File: config.mk
export PLATFORM = sky130hd
export DESIGN_NAME = evendiv_top
export DESIGN_NICKNAME = d
export VERILOG_FILES = /design/src/rtl/evendiv_pkg.sv /design/src/rtl/evendiv_ratio_reg.sv /design/src/rtl/evendiv_phase_ctr.sv /design/src/rtl/evendiv_ddr_cap.sv /design/src/rtl/evendiv_top.sv
export SDC_FILE = /design/constraint.sdc
export NUM_CORES = 1
export LEC_CHECK = 0
export ABC_AREA = 1
export CORE_MARGIN = 10
export CORE_UTILIZATION = 38
export DETAILED_ROUTE_END_ITERATION = 8
export PLACE_DENSITY = 0.71
export SYNTH_ARGS = -nofsm -noshare
export SYNTH_HDL_FRONTEND = slang
export SYNTH_HIERARCHICAL = 1
export SYNTH_SLANG_ARGS = --single-unit
export TNS_END_PERCENT = 5
File: constraint.sdc
create_clock -name clk_i -period 1.2 [get_ports clk_i]
set_input_delay 0.24 -clock clk_i [delete_from_list [all_inputs] [get_ports clk_i]]
set_output_delay 0.24 -clock clk_i [all_outputs]
set_load 0.02 [all_outputs]
File: src/rtl/evendiv_pkg.sv
package evendiv_pkg;

  // A new output period begins at the edge where the divided clock, currently
  // high, reaches the end of its half period.
  function automatic logic period_end(logic dclk_now, logic half_done);
    return dclk_now && half_done;
  endfunction

  // Division factor for a select value.
  function automatic int unsigned ratio_of(int unsigned sel);
    return 2 * (sel + 1);
  endfunction

endpackage

File: src/rtl/evendiv_ratio_reg.sv
module evendiv_ratio_reg
  import evendiv_pkg::*;
#(
  parameter int SEL_W = 3
) (
  input  logic             clk_i,
  input  logic             rst_i,
  input  logic             dclk_i,
  input  logic             half_done_i,
  input  logic [SEL_W-1:0] sel_i,
  output logic [SEL_W-1:0] sel_o
);

  logic [SEL_W-1:0] sel_q;

  // Running (or draining a high phase): reload only at a period boundary.
  // Parked in reset: follow the select so the first period uses it.
  always_ff @(posedge clk_i) begin
    if (!rst_i || dclk_i) begin
      if (period_end(dclk_i, half_done_i)) sel_q <= sel_i;
    end else begin
      sel_q <= sel_i;
    end
  end

  assign sel_o = sel_q;

  // the active ratio never moves except at the falling toggle
  p_sel_period_r4: assert property (@(posedge clk_i) disable iff (rst_i)
    !(half_done_i && dclk_i) |=> $stable(sel_q));

endmodule

File: src/rtl/evendiv_phase_ctr.sv
module evendiv_phase_ctr #(
  parameter int SEL_W = 3
) (
  input  logic             clk_i,
  input  logic             rst_i,
  input  logic [SEL_W-1:0] lim_i,
  output logic             dclk_o,
  output logic             half_done_o,
  output logic             toggle_o
);

  logic [SEL_W-1:0] cnt_q;
  logic             dclk_q;
  logic             running;

  // A high phase keeps running under reset until it finishes.
  assign running     = !rst_i || dclk_q;
  assign half_done_o = (cnt_q == lim_i);
  assign toggle_o    = half_done_o && running;

  always_ff @(posedge clk_i) begin
    if (!rst_i || dclk_q) begin
      if (half_done_o) begin
        cnt_q  <= '0;
        dclk_q <= ~dclk_q;
      end else begin
        cnt_q <= cnt_q + 1'b1;
      end
    end else begin
      cnt_q  <= '0;
      dclk_q <= 1'b0;
    end
  end

  assign dclk_o = dclk_q;

  // once parked low in reset, output stays low with the count cleared
  p_hold_low_r3: assert property (@(posedge clk_i) disable iff (!rst_i)
    (rst_i && !dclk_q) |=> (!dclk_q && cnt_q == '0));

  // the half-period count never passes the active limit
  p_cnt_bound_r1: assert property (@(posedge clk_i) disable iff (rst_i)
    cnt_q <= lim_i);

  // the output flips exactly at the end of each half period
  p_flip_at_end_r2: assert property (@(posedge clk_i) disable iff (rst_i)
    half_done_o |=> (dclk_q != $past(dclk_q)));

  p_steady_mid_r2: assert property (@(posedge clk_i) disable iff (rst_i)
    !half_done_o |=> $stable(dclk_q));

  // reset never truncates a high phase
  p_drain_high_r5: assert property (@(posedge clk_i) disable iff (!rst_i)
    (dclk_q && !half_done_o) |=> dclk_q);

endmodule

File: src/rtl/evendiv_ddr_cap.sv
module evendiv_ddr_cap #(
  parameter int DATA_W = 8,
  parameter bit ENABLE = 1'b1
) (
  input  logic              clk_i,
  input  logic              rst_i,
  input  logic              dclk_i,
  input  logic              toggle_i,
  input  logic [DATA_W-1:0] d_i,
  output logic [DATA_W-1:0] q_o
);

  generate
    if (ENABLE) begin : g_cap
      logic [DATA_W-1:0] q_q;

      always_ff @(posedge clk_i) begin
        if (!rst_i || dclk_i) begin
          if (toggle_i) q_q <= d_i;
        end else begin
          q_q <= '0;
        end
      end

      assign q_o = q_q;

      // capture on each divided-clock transition, hold otherwise
      p_capture_r6: assert property (@(posedge clk_i) disable iff (rst_i)
        toggle_i |=> (q_q == $past(d_i)));

      p_hold_r6: assert property (@(posedge clk_i) disable iff (rst_i)
        !toggle_i |=> $stable(q_q));
    end else begin : g_nocap
      assign q_o = '0;
    end
  endgenerate

endmodule

File: src/rtl/evendiv_top.sv
module evendiv_top #(
  parameter int SEL_W  = 3,
  parameter int DATA_W = 8,
  parameter bit DDR_EN = 1'b1
) (
  input  logic              clk_i,
  input  logic              rst_i,
  input  logic [SEL_W-1:0]  ratio_sel_i,
  input  logic [DATA_W-1:0] ddr_d_i,
  output logic              dclk_o,
  output logic [DATA_W-1:0] ddr_q_o
);

  logic [SEL_W-1:0] act_sel;
  logic             dclk;
  logic             half_done;
  logic             toggle;

  evendiv_ratio_reg #(.SEL_W(SEL_W)) u_ratio (
    .clk_i       (clk_i),
    .rst_i       (rst_i),
    .dclk_i      (dclk),
    .half_done_i (half_done),
    .sel_i       (ratio_sel_i),
    .sel_o       (act_sel)
  );

  evendiv_phase_ctr #(.SEL_W(SEL_W)) u_ctr (
    .clk_i       (clk_i),
    .rst_i       (rst_i),
    .lim_i       (act_sel),
    .dclk_o      (dclk),
    .half_done_o (half_done),
    .toggle_o    (toggle)
  );

  evendiv_ddr_cap #(.DATA_W(DATA_W), .ENABLE(DDR_EN)) u_cap (
    .clk_i    (clk_i),
    .rst_i    (rst_i),
    .dclk_i   (dclk),
    .toggle_i (toggle),
    .d_i      (ddr_d_i),
    .q_o      (ddr_q_o)
  );

  assign dclk_o = dclk;

  // a ratio change seen on the pins cannot alter a high phase in progress
  p_high_keeps_ratio_r4: assert property (@(posedge clk_i) disable iff (rst_i)
    (dclk && !half_done) |=> $stable(act_sel));

endmodule

==> flow_metrics.tcl <==
set metrics [dict create \
    status "finished, violations left" \
    failed_checks "setup timing" \
    synthArstFlopShare 0 \
    syn_inst 90 \
    clock_path_buffers 2 \
    root_buffer "clkbuf_4" \
    grt_max_degree 15 \
    viasPerCell 4.314 \
    synth_most_common_cell "nand2_1" \
    syn2layout_area_growth_pct 46.55 \
    yosysUniqueCellTypes 13 \
    die_area_um2 3777 \
    grt_usage 0.08167 \
    final_nets 136 \
    p_leak_nw 0.5129 \
    critPathRequiredTime_ns 1.38 \
    power_mw 2.277 \
    yosys_warnings 6 \
    cts_tree "built" \
    drv_slew 0 \
    cts_buffers 3 \
    dp_cells 132 \
    boundaryPins 22 \
    worstSetupPathType "register to register" \
    place_area_um2 925.9 \
    drt_wl_total_um 1480 \
    grt_first_pass_wirelength_um 2366 \
    rows 14 \
    routedWlPerCell_um 10.80 \
    ys_seq_elements 15 \
    reg2reg_to "u_cap/q_o[3]$_SDFFE_PN0P_" \
    hold_viol 0 \
    regToRegSetupSlack_ns -0.10 \
    fillers 137 \
    max_slew_margin 0.8096 \
    dr_total_vias 591 \
    ff2ff_path_depth 7 \
    end_kind "register" \
    postSynthAreaPerCell_um2 7.257 \
    place_congestion 0.7189 \
    timing.rr.start "u_ratio/sel_o[2]$_DFFE_PP_" \
    yosysTopAreaCellShare 0.3678 \
    finalSetupViolCount 11 \
    synth_edf_count 3 \
    cp.arrival_ns 1.48 \
    antenna_found_initial 0 \
    die_h_um 61.46 \
    first_pass_iters 4 \
    core_um2 1559 \
    clk_latency_ns 0.28 \
    cts_hold_buf 0 \
    fin_crit_ns 1.303 \
    antenna_left 0 \
    rsz0062_at_grt "yes" \
    clock_sinks 15 \
    numPortBuffers 21 \
    max-vdd-ir-drop_mv 1.146 \
    crit_end "u_cap/q_o[3]$_SDFFE_PN0P_" \
    n_antenna_cell 0 \
    finClkSkew_ns 0.001331 \
    multiInputGateArea_um2 279.0 \
    period_share 1.086 \
    synth-main-ff-cell "dfxtp_1" \
    synth_seq_area_share 0.5057 \
    synth_area_um2 653.1 \
    synthTopCellsByArea "dfxtp_1 37%, nand2_1 17%, edfxtp_1 14%" \
    drv_cap 0 \
    dr.first_iter.drc_count 7 \
    p_per_area_nw_per_um2 2379 \
    timing.hold.ws_ns 0.5032 \
    crit_fanout 4 \
    synth_commonest_cells "29 x nand2_1, 19 x nor2_1, 17 x inv_1" \
    drive_gt1_frac 0.2314 \
    final.setup.worst_slack_ns -0.1028 \
    fmax_mhz 767.6 \
    syn-num-nets 104 \
    overflow 0 \
    min_path_type "register to register" \
    tightest_slew_ns 0.2850 \
    final_area_um2 957.2 \
    yosysTopAreaCell "dfxtp_1" \
    die_x_um 61.46 \
    start_util 0.4189 \
    path_clk_slew_ns 0.09 \
    seq_area_um2 331.6 \
    start_kind "register" \
    htree_levels 1 \
    fin_cells 137 \
    critPathLaunch "u_ratio/sel_o[2]$_DFFE_PP_" \
    place_hpwl_um 1090 \
    final_util 0.6140 \
    grt_pass1_vias 588 \
    drc_errors 0 \
]
## worst min-delay path by stage
stage / startpoint / endpoint / slack, ns / depth (start not counted)
after floorplan: ratio_sel_i[0] / u_ratio/sel_o[0]$_DFFE_PP_ / 0.34 / 0
after global placement: u_cap/q_o[3]$_SDFFE_PN0P_ / u_cap/q_o[3]$_SDFFE_PN0P_ / 0.46 / 2
after detailed placement: u_cap/q_o[3]$_SDFFE_PN0P_ / u_cap/q_o[3]$_SDFFE_PN0P_ / 0.47 / 2
after CTS: u_cap/q_o[3]$_SDFFE_PN0P_ / u_cap/q_o[3]$_SDFFE_PN0P_ / 0.50 / 2
after global routing: ratio_sel_i[1] / u_ratio/sel_o[1]$_DFFE_PP_ / 0.50 / 1
final: u_cap/q_o[3]$_SDFFE_PN0P_ / u_cap/q_o[3]$_SDFFE_PN0P_ / 0.50 / 2
## layout make-up
cell class / count / area share
tap: 16 / 0.02092
timing repair buffer: 28 / 0.2392
multi-input combinational: 56 / 0.2915
sequential: 15 / 0.3464
inverter: 18 / 0.07320
clock inverter: 1 / 0.005229
clock buffer: 3 / 0.02353
## metal layers
layer / vias to the layer above / track usage / routed length [um]
met5: - / 0 / 0
met4: 0 / 0.03822 / 0
met3: 0 / 0.04733 / 137
met2: 13 / 0.1287 / 725
met1: 258 / 0.08665 / 617
li1: 320 / - / -
## registers in the layout, indices dropped and copies added (netlist names)
name,count
u_cap/q_o,8
u_ratio/sel_o,3
u_ctr/cnt_q,3
u_ctr/dclk_o,1
## cell usage in the layout (no fill, tap or decap), drive strengths merged
master	n
nand2	31
nor2	20
inv	18
clkdlybuf4s50	12
dfxtp	12
clkbuf	10
buf	7
edfxtp	3
clkdlybuf4s15	2
xnor2	2
clkinv	1
a21oi	1
nand4	1
ha	1
## kinds of logic after synthesis
family / share of synthesized area
AO/OA/AOI/OAI: 0.01341
flip-flops: 0.5058
AND/OR/NAND/NOR: 0.3142
XOR/XNOR: 0.02682
adder cells (fa/ha/maj): 0.01915
buffers and inverters: 0.1207
## power by group
part	switching, mW	total, mW	internal (mW)
combinational	0.674	1.19	0.518
clock	0.161	0.285	0.123
sequential	0.0987	0.801	0.702
total	0.934	2.28	1.34
## worst max-delay path, stage by stage, from the launching register on
cell and delay, ns:
edfxtp_1 0.42, xnor2_2 0.25, nand2_4 0.10, a21oi_4 0.16
buf_4 0.14, nand2_1 0.04, nand2_1 0.06, nor2_1 0.04
## repair_timing
action	in CTS	in global routing
endpoints found under the hold margin	0	0
resized for setup	22	11
setup buffers	0	1
pin swaps	3	0
endpoints found under the setup margin	20	21
## stage by stage
step                      setup WS, ns  setup TNS (ns)
after CTS                      -0.1406          -1.154
final                          -0.1028         -0.8307
after floorplan               -0.06815         -0.4771
after global placement         -0.1302          -1.149
after detailed placement       -0.1685          -1.431
after global routing           -0.2880          -2.633
No activity file was read; power rests on OpenSTA's default activity.
